`src/rtl/pctr_pkg.sv`:
```
package pctr_pkg;

   localparam logic [11:0] OFS_EVTYPE = 12'h400;
   localparam logic [11:0] OFS_SMR    = 12'hA00;
   localparam logic [11:0] OFS_EN_SET = 12'hC00;
   localparam logic [11:0] OFS_EN_CLR = 12'hC20;
   localparam logic [11:0] OFS_IE_SET = 12'hC40;
   localparam logic [11:0] OFS_IE_CLR = 12'hC60;
   localparam logic [11:0] OFS_OV_CLR = 12'hC80;
   localparam logic [11:0] OFS_OV_SET = 12'hCC0;
   localparam logic [11:0] OFS_CFG    = 12'hE00;
   localparam logic [11:0] OFS_CTRL   = 12'hE04;
   localparam logic [11:0] OFS_CAPS   = 12'hE20;
   localparam logic [11:0] OFS_IRQC   = 12'hE50;

   localparam int SPAN_BIT = 29;

   typedef enum logic [3:0] {
      RG_NONE, RG_CNT, RG_EVT, RG_SMR, RG_EN, RG_IE, RG_OV,
      RG_CFG, RG_CTRL, RG_CAPS, RG_IRQC
   } reg_grp_e;

   typedef struct packed {
      reg_grp_e   grp;
      logic [7:0] idx;
      logic       hi;
      logic       alias_set;
   } reg_sel_t;

endpackage

```
`src/rtl/pctr_decode.sv`:
```
module pctr_decode
   import pctr_pkg::*;
#(
   parameter int CTR_W = 48
) (
   input  logic [11:2] addr,
   output reg_sel_t    sel
);
   localparam bit WIDE = (CTR_W > 32);

   logic [11:0] word;
   logic [11:0] pair;
   logic [11:0] quad;

   assign word = {addr, 2'b00};
   assign pair = {addr[11:3], 3'b000};
   assign quad = {addr[11:4], 4'b0000};

   always_comb begin
      sel.grp       = RG_NONE;
      sel.idx       = '0;
      sel.hi        = 1'b0;
      sel.alias_set = 1'b0;
      if (addr[11:10] == 2'b00) begin
         sel.grp = RG_CNT;
         if (WIDE) begin
            sel.idx = {1'b0, addr[9:3]};
            sel.hi  = addr[2];
         end else begin
            sel.idx = addr[9:2];
         end
      end else if (addr[11:10] == OFS_EVTYPE[11:10]) begin
         sel.grp = RG_EVT;
         sel.idx = addr[9:2];
      end else if (addr[11:8] == OFS_SMR[11:8]) begin
         sel.grp = RG_SMR;
         sel.idx = {2'b00, addr[7:2]};
      end else begin
         sel.hi = addr[2];
         case (pair)
            OFS_EN_SET: begin sel.grp = RG_EN; sel.alias_set = 1'b1; end
            OFS_EN_CLR: sel.grp = RG_EN;
            OFS_IE_SET: begin sel.grp = RG_IE; sel.alias_set = 1'b1; end
            OFS_IE_CLR: sel.grp = RG_IE;
            OFS_OV_SET: begin sel.grp = RG_OV; sel.alias_set = 1'b1; end
            OFS_OV_CLR: sel.grp = RG_OV;
            default: ;
         endcase
         if (quad == OFS_CAPS) begin
            sel.grp = RG_CAPS;
            sel.idx = {6'b0, addr[3:2]};
         end
         if (word == OFS_CFG)  sel.grp = RG_CFG;
         if (word == OFS_CTRL) sel.grp = RG_CTRL;
         if (word == OFS_IRQC) sel.grp = RG_IRQC;
      end
   end
endmodule

```
`src/rtl/pctr_bitmap.sv`:
```
module pctr_bitmap #(
   parameter int N = 8
) (
   input  logic         clk,
   input  logic         rst_n,
   input  logic [N-1:0] set_m,
   input  logic [N-1:0] clr_m,
   input  logic [N-1:0] hw_set,
   output logic [N-1:0] q
);
   always_ff @(posedge clk or negedge rst_n) begin
      if (!rst_n) q <= '0;
      else        q <= ((q | set_m) & ~clr_m) | hw_set;
   end

   // a hardware set lands at the next edge whatever software writes
   a_r6_hw_set_lands: assert property (@(posedge clk) disable iff (!rst_n)
      (|hw_set) |=> ((q & $past(hw_set)) == $past(hw_set)));

   // no flag rises without a set request
   a_r5_no_spurious_set: assert property (@(posedge clk) disable iff (!rst_n)
      (set_m == '0 && hw_set == '0) |=> ((q & ~$past(q)) == '0));
endmodule

```
`src/rtl/pctr_slice.sv`:
```
module pctr_slice
   import pctr_pkg::*;
#(
   parameter int CTR_W   = 48,
   parameter int NUM_EVT = 7
) (
   input  logic               clk,
   input  logic               rst_n,
   input  logic               wr_lo,
   input  logic               wr_hi,
   input  logic               wr_evt,
   input  logic               wr_smr,
   input  logic [31:0]        wdata,
   input  logic [NUM_EVT-1:0] evt_in,
   input  logic               cnt_ok,
   output logic [CTR_W-1:0]   value,
   output logic [15:0]        evt_code,
   output logic               span,
   output logic [31:0]        smr,
   output logic               wrap
);
   logic [CTR_W-1:0] wr_val;
   logic             wr_any;
   logic             hit;
   logic             inc;

   assign wr_any = wr_lo | wr_hi;

   generate
      if (CTR_W > 32) begin : g_wide
         always_comb begin
            wr_val = value;
            if (wr_lo) wr_val[31:0]       = wdata;
            if (wr_hi) wr_val[CTR_W-1:32] = wdata[CTR_W-33:0];
         end
         // a low-word write wins over a same-edge increment
         a_r10_write_wins: assert property (@(posedge clk) disable iff (!rst_n)
            (wr_lo && !wr_hi) |=> (value[31:0] == $past(wdata)));
      end else begin : g_narrow
         always_comb begin
            wr_val = value;
            if (wr_any) wr_val = wdata[CTR_W-1:0];
         end
         // a write wins over a same-edge increment
         a_r10_write_wins: assert property (@(posedge clk) disable iff (!rst_n)
            wr_lo |=> (value == $past(wdata[CTR_W-1:0])));
      end
   endgenerate

   always_comb begin
      hit = (evt_code == 16'd0);
      for (int e = 1; e <= NUM_EVT; e++) begin
         if (evt_code == 16'(e)) hit = evt_in[e-1];
      end
   end

   assign inc  = cnt_ok & hit;
   assign wrap = inc & ~wr_any & (&value);

   always_ff @(posedge clk or negedge rst_n) begin
      if (!rst_n)      value <= '0;
      else if (wr_any) value <= wr_val;
      else if (inc)    value <= value + 1'b1;
   end

   always_ff @(posedge clk or negedge rst_n) begin
      if (!rst_n) begin
         evt_code <= '0;
         span     <= 1'b0;
      end else if (wr_evt) begin
         evt_code <= wdata[15:0];
         span     <= wdata[SPAN_BIT];
      end
   end

   always_ff @(posedge clk or negedge rst_n) begin
      if (!rst_n)      smr <= '0;
      else if (wr_smr) smr <= wdata;
   end

   // without a write and without the count qualifiers the value holds
   a_r3_hold: assert property (@(posedge clk) disable iff (!rst_n)
      (!wr_any && !cnt_ok) |=> $stable(value));

   // a wrap leaves the counter at zero
   a_r6_wrap_to_zero: assert property (@(posedge clk) disable iff (!rst_n)
      wrap |=> (value == '0));
endmodule

```
`src/rtl/perf_counter_bank.sv`:
```
module perf_counter_bank
   import pctr_pkg::*;
#(
   parameter int NCTR          = 8,
   parameter int CTR_W         = 48,
   parameter int NUM_EVT       = 7,
   parameter bit GLOBAL_FILTER = 1'b0
) (
   input  logic                 clk,
   input  logic                 rst_n,
   input  logic                 reg_wr,
   input  logic                 reg_rd,
   input  logic [11:2]          reg_addr,
   input  logic [31:0]          reg_wdata,
   output logic [31:0]          reg_rdata,
   input  logic [NUM_EVT-1:0]   evt_in,
   input  logic [NCTR-1:0]      match_in,
   output logic [NCTR-1:0]      filt_span,
   output logic [NCTR*32-1:0]   filt_sid,
   output logic                 irq
);
   localparam logic [127:0] CAPS_MAP = (128'd1 << (NUM_EVT + 1)) - 128'd1;
   localparam logic [31:0]  CFG_WORD = {8'h00, GLOBAL_FILTER, 3'b000, 6'b000000,
                                        6'(CTR_W - 1), 2'b00, 6'(NCTR - 1)};

   initial begin
      a_par_nctr: assert (NCTR >= 1 && NCTR <= 64)
         else $error("NCTR out of range");
      a_par_width: assert (CTR_W >= 2 && CTR_W <= 64)
         else $error("CTR_W out of range");
      a_par_events: assert (NUM_EVT >= 1 && NUM_EVT <= 127)
         else $error("NUM_EVT out of range");
   end

   reg_sel_t sel;

   pctr_decode #(.CTR_W(CTR_W)) u_dec (
      .addr (reg_addr),
      .sel  (sel)
   );

   logic             glb_en, irq_en;
   logic [NCTR-1:0]  en_q, ie_q, ov_q;
   logic [NCTR-1:0]  en_set, en_clr, ie_set, ie_clr, ov_set, ov_clr;
   logic [NCTR-1:0]  wrap_v, match_eff, cnt_ok, span_v;
   logic [CTR_W-1:0] cnt_val  [NCTR];
   logic [15:0]      code_val [NCTR];
   logic [31:0]      smr_val  [NCTR];

   generate
      for (genvar n = 0; n < NCTR; n++) begin : g_ctr
         logic wr_lo, wr_hi, wr_evt, wr_smr, mbit;

         assign wr_lo  = reg_wr && sel.grp == RG_CNT && sel.idx == 8'(n) && !sel.hi;
         assign wr_hi  = reg_wr && sel.grp == RG_CNT && sel.idx == 8'(n) &&  sel.hi;
         assign wr_evt = reg_wr && sel.grp == RG_EVT && sel.idx == 8'(n);
         assign wr_smr = reg_wr && sel.grp == RG_SMR && sel.idx == 8'(n);

         assign mbit = reg_wdata[n % 32] && (sel.hi == (n >= 32));
         assign en_set[n] = reg_wr && sel.grp == RG_EN &&  sel.alias_set && mbit;
         assign en_clr[n] = reg_wr && sel.grp == RG_EN && !sel.alias_set && mbit;
         assign ie_set[n] = reg_wr && sel.grp == RG_IE &&  sel.alias_set && mbit;
         assign ie_clr[n] = reg_wr && sel.grp == RG_IE && !sel.alias_set && mbit;
         assign ov_set[n] = reg_wr && sel.grp == RG_OV &&  sel.alias_set && mbit;
         assign ov_clr[n] = reg_wr && sel.grp == RG_OV && !sel.alias_set && mbit;

         if (GLOBAL_FILTER) begin : g_shared
            assign match_eff[n] = match_in[0];
         end else begin : g_own
            assign match_eff[n] = match_in[n];
         end

         assign cnt_ok[n] = glb_en & en_q[n] & match_eff[n];

         pctr_slice #(.CTR_W(CTR_W), .NUM_EVT(NUM_EVT)) u_slice (
            .clk      (clk),
            .rst_n    (rst_n),
            .wr_lo    (wr_lo),
            .wr_hi    (wr_hi),
            .wr_evt   (wr_evt),
            .wr_smr   (wr_smr),
            .wdata    (reg_wdata),
            .evt_in   (evt_in),
            .cnt_ok   (cnt_ok[n]),
            .value    (cnt_val[n]),
            .evt_code (code_val[n]),
            .span     (span_v[n]),
            .smr      (smr_val[n]),
            .wrap     (wrap_v[n])
         );

         assign filt_span[n]         = span_v[n];
         assign filt_sid[n*32 +: 32] = smr_val[n];
      end
   endgenerate

   pctr_bitmap #(.N(NCTR)) u_en (
      .clk (clk), .rst_n (rst_n), .set_m (en_set), .clr_m (en_clr),
      .hw_set ('0), .q (en_q)
   );

   pctr_bitmap #(.N(NCTR)) u_ie (
      .clk (clk), .rst_n (rst_n), .set_m (ie_set), .clr_m (ie_clr),
      .hw_set ('0), .q (ie_q)
   );

   pctr_bitmap #(.N(NCTR)) u_ov (
      .clk (clk), .rst_n (rst_n), .set_m (ov_set), .clr_m (ov_clr),
      .hw_set (wrap_v), .q (ov_q)
   );

   always_ff @(posedge clk or negedge rst_n) begin
      if (!rst_n) begin
         glb_en <= 1'b0;
         irq_en <= 1'b0;
      end else if (reg_wr) begin
         if (sel.grp == RG_CTRL) glb_en <= reg_wdata[0];
         if (sel.grp == RG_IRQC) irq_en <= reg_wdata[0];
      end
   end

   assign irq = irq_en & (|(ov_q & ie_q));

   logic [31:0] rd_val;
   logic [63:0] wide_v;

   always_comb begin
      rd_val = '0;
      wide_v = '0;
      case (sel.grp)
         RG_CNT: begin
            for (int n = 0; n < NCTR; n++) begin
               if (sel.idx == 8'(n)) wide_v = 64'(cnt_val[n]);
            end
            rd_val = sel.hi ? wide_v[63:32] : wide_v[31:0];
         end
         RG_EVT: begin
            for (int n = 0; n < NCTR; n++) begin
               if (sel.idx == 8'(n)) rd_val = {2'b00, span_v[n], 13'b0, code_val[n]};
            end
         end
         RG_SMR: begin
            for (int n = 0; n < NCTR; n++) begin
               if (sel.idx == 8'(n)) rd_val = smr_val[n];
            end
         end
         RG_EN, RG_IE, RG_OV: begin
            if (sel.grp == RG_EN)      wide_v = 64'(en_q);
            else if (sel.grp == RG_IE) wide_v = 64'(ie_q);
            else                       wide_v = 64'(ov_q);
            rd_val = sel.hi ? wide_v[63:32] : wide_v[31:0];
         end
         RG_CFG:  rd_val = CFG_WORD;
         RG_CTRL: rd_val = {31'b0, glb_en};
         RG_CAPS: rd_val = CAPS_MAP[sel.idx[1:0]*32 +: 32];
         RG_IRQC: rd_val = {31'b0, irq_en};
         default: rd_val = '0;
      endcase
   end

   always_ff @(posedge clk or negedge rst_n) begin
      if (!rst_n)      reg_rdata <= '0;
      else if (reg_rd) reg_rdata <= rd_val;
   end

   // read data holds between reads
   a_r11_rdata_hold: assert property (@(posedge clk) disable iff (!rst_n)
      !reg_rd |=> $stable(reg_rdata));

   // clearing the global interrupt enable drops the interrupt
   a_r7_irq_gate_off: assert property (@(posedge clk) disable iff (!rst_n)
      (reg_wr && sel.grp == RG_IRQC && !reg_wdata[0]) |=> !irq);

   // a set overflow with its enable and the global enable raises the interrupt
   a_r7_irq_raise: assert property (@(posedge clk) disable iff (!rst_n)
      (irq_en && !(reg_wr && (sel.grp == RG_IRQC || sel.grp == RG_OV || sel.grp == RG_IE))
       && |(ov_q & ie_q)) |=> irq);
endmodule

```
`config.mk`:
```
export PLATFORM = sky130hd
export DESIGN_NAME = perf_counter_bank
export DESIGN_NICKNAME = d
export VERILOG_FILES = /design/src/rtl/pctr_pkg.sv /design/src/rtl/pctr_decode.sv /design/src/rtl/pctr_bitmap.sv /design/src/rtl/pctr_slice.sv /design/src/rtl/perf_counter_bank.sv
export SDC_FILE = /design/constraint.sdc
export NUM_CORES = 2
export LEC_CHECK = 0
export BUFFER_PORTS_ARGS = -buffer_cell sky130_fd_sc_hd__buf_2
export CAP_MARGIN = 20
export CORE_MARGIN = 2
export CORE_UTILIZATION = 50
export CTS_BUF_LIST = sky130_fd_sc_hd__clkbuf_16
export DETAILED_ROUTE_END_ITERATION = 10
export PLACE_DENSITY_LB_ADDON = 0.1
export SKIP_CTS_REPAIR_TIMING = 1
export SLEW_MARGIN = 20
export SYNTH_ARGS = -nofsm -noshare
export SYNTH_HDL_FRONTEND = slang
export SYNTH_SLANG_ARGS = --single-unit
```
`constraint.sdc`:
```
create_clock -name clk -period 5.69 [get_ports clk]
set_clock_uncertainty 0.15 [all_clocks]
set_input_delay 0.2845 -clock clk [delete_from_list [all_inputs] [get_ports clk]]
set_output_delay 0.2845 -clock clk [all_outputs]
set_load 0.1 [all_outputs]
```
==> results.txt <==
met3 WL post-DR = 32.9 mm
most used cell, CP = buf_4
residual DRC count = 0
placed wire-length estimate = 172 mm
Final period util = 76.9%
headroom to the max-slew limit = 16.3%
synth unique cells = 100
pin count of the biggest net entering global routing = 126
synth cell count leaders = dfrtp_1, nand2_1, a21oi_1
Die Area = 99800 sq um
Yosys warnings = 0
largest family of logic cells by synthesized area = compound AO/OA/AOI/OAI gates
Worst Path Required = 6180 ps
final setup fails = 0
Iter 0 DRT Violations = 8379
final hold vios = 2
placed cell areas = 51700 sq um
slowest cell delay on critical path = 1000 ps
P&R area growth vs syn = 12.8%
Bufs and invs on worst path = 4
total negative slack = 0 ps
Setup WS pre-CTS = 729 ps
Die H = 316 um
vias per inst = 7.15
root buffer cell = clkbuf_16
failing checks = negative hold slack
CP endpoint kind = flop
CTS tree = yes
syn nets = 5520
Initial Util = 50.4%
Core ar. = 96600 sq um
top cell type by total area after synthesis = dfrtp_1
top cells by area, synth = dfrtp_1, mux2_2, a21oi_1, nand2_1, o21ai_0
Avg Cell Area, Syn = 8.92 sq um
Sink Count = 834
Layout Nets = 5688
Worst setup SP type = input pin
MaxCap Viol Count = 0
Bufs on Longest Clock Path = 3
Worst-Margin Slew = 1240 ps
Remaining Overflow, GRT = 0
register area = 20900 sq um
vias in the first global route = 46000
CP Class = input pin to flop
post-synthesis adder-cell area fraction = 0.206%
post-layout min period = 4380 ps
#FFs+latches synth = 834
slowest CP cell = nor4b_2
global-route wire length before repair = 345 mm
Post-Syn Area = 48600 sq um
share of flip-flops with an asynchronous set or reset = 100%
Post-synth top flop = dfrtp_1
Post-Synth XOR/XNOR Area = 0%
status = finished with violations
Synth top area share = 42.9%
row cnt = 114
pwr/cell area = 279 nW/um^2
critical path peak fanout = 37
Antenna Nets Post-Route = 0
register area share after synthesis = 42.9%
CP Cell Sequence = buf_2 -> or4b_4 -> o211ai_1 -> buf_4 -> a2111oi_4 -> nor4b_2 -> buf_4 -> nand2b_2 -> buf_4 -> a21oi_1 -> a21oi_1
top routing layer used = met5
area occupied by multi-input gates = 25900 sq um
die span in x = 316 um
PortBufs = 357
RSZ-0062 raised after global routing = false
H-tree Lvls = 3
fraction of synthesized area in multiplexers = 12.3%
fraction of layout cells with a size suffix above 1 = 20.8%
DR pass1 iterations = 9
post-synthesis simple-gate area fraction = 17.6%
final setup margin = 1310 ps
Vias = 50000
CP arrival = 4870 ps
Cells after Synth = 5451
TritonCTS Buffers = 94
fmax = 0.228 GHz
Slew Limit Fails = 0
routed length per instance = 35.0 um
WHS = -6.89 ps
delay-heaviest family, CP = simple AND/OR/NAND/NOR gates
final-layout fill cell count = 8687
routed wire length = 245 mm
io pins = 358
GRT Util Overall = 48.2%
Final Non-Filler Cells = 6991
most common cell in the netlist = dfrtp_1
Post-Place Cells = 6790
WL met2 = 102 mm
M1 WL = 90.3 mm
Peak supply drop = 0.274 mV
complex-gate fraction of the synthesized area = 22.5%
Final Instance Area = 54800 sq um
initial antenna violation count = 19
EDFF count, synth = 0
Leakage = 25.0 nW
gp weighted congestion = 1.09
Worst-path clk slew = 60 ps
Worst-Skew Late Latency = 730 ps
worst hold path type = input pin to flop
## cells in the final DEF (no fill, tap or decap), types with 15 or more instances in the layout
cell,synthesis,final
a31oi_1,70,70
o2111ai_1,17,17
or4_1,22,22
inv_1,62,91
and4_1,25,25
a211oi_1,50,50
nor4_1,37,32
buf_4,21,150
nand2_1,687,680
mux2i_1,124,124
nor2_1,302,295
buf_2,109,356
a21oi_1,661,659
o221ai_1,52,52
a221oi_1,57,57
clkbuf_16,0,95
a221o_1,17,17
a211o_1,18,18
nand3_1,229,224
and3_1,101,101
nand4_1,108,108
clkinv_1,0,24
a22oi_1,71,71
a21o_1,16,16
or3_1,28,28
nor3_1,89,84
diode_2,0,17
o21ai_0,395,394
o211ai_1,31,31
mux2_2,417,417
nand2b_1,25,24
a31o_2,15,15
dfrtp_1,834,834
o22ai_1,140,140
## logic make-up (layout without fill, tap and decap cells)
logic type,Yosys count,in the layout
DFF,834,834
adders and majority gates,8,8
and+or+nand+nor,1778,1778
buffers and inverters,515,762
muxes,543,543
other,0,17
AOI/OAI and AO/OA,1773,1773
## where the power goes
| part | leakage (nW) | internal (mW) | total (mW) | switching [mW] |
|---|---|---|---|---|
| clock | 1.54 | 3.27 | 6.03 | 2.76 |
| combinational | 12.0 | 0.580 | 2.49 | 1.91 |
| sequential | 11.4 | 6.26 | 6.76 | 0.502 |
## through the flow
step | util [%] | power [mW]
final | 56.8 | 15.3
after global routing | 56.7 | 15.6
after CTS | 56.6 | 15.2
after detailed placement | 53.6 | 9.24
after global placement | 53.6 | 9.22
after floorplan | - | 8.20
## flip-flops by register name, summed over array words and instances (netlist names), 8 cells and up
signal                  flops
g_ctr.u_slice.value       384
reg_rdata                  32
g_ctr.u_slice.smr         256
u_ov.q                      8
g_ctr.u_slice.evt_code    128
u_ie.q                      8
u_en.q                      8
g_ctr.u_slice.span          8
## layout make-up
| type | count | area share [%] |
|---|---|---|
| Antenna cell | 17 | 0.0776 |
| Clock buffer | 95 | 4.34 |
| Clock inverter | 80 | 1.02 |
| Inverter | 63 | 0.431 |
| Multi-Input combinational cell | 4102 | 47.3 |
| Sequential cell | 834 | 38.1 |
| Tap cell | 1276 | 2.91 |
| Timing Repair Buffer | 524 | 5.84 |
## worst reg2reg max path: cells and delay by family (launching register included)
kind	cells	cell delay, ps
compound gates	3	550
simple gates	4	2070
buf+inv	2	820
flops	1	660
## metal layers
metal | vias up | global-route usage [%]
li1 | 20700 | -
met1 | 24800 | 61.9
met2 | 3653 | 69.1
met3 | 838 | 16.0
met4 | 10 | 31.8
met5 | - | 0
## final timing paths
| kind | from | endpoint | slack (ps) | depth (start not counted) |
|---|---|---|---|---|
| setup / recovery | reg_addr[4] | g_ctr[0].u_slice.value[25] | 1310 | 11 |
| hold / removal | reg_wdata[21] | g_ctr[5].u_slice.value[21] | -7 | 3 |
| setup reg to reg | glb_en | g_ctr[0].u_slice.value[25] | 1350 | 9 |
| hold reg to reg | reg_rdata[20] | reg_rdata[20] | 350 | 2 |
| max in group asynchronous | rst_n | g_ctr[3].u_slice.value[28] | 3780 | 3 |
| min in group asynchronous | rst_n | g_ctr[6].u_slice.value[40] | 80 | 2 |
(Power assumes the default switching activity.)
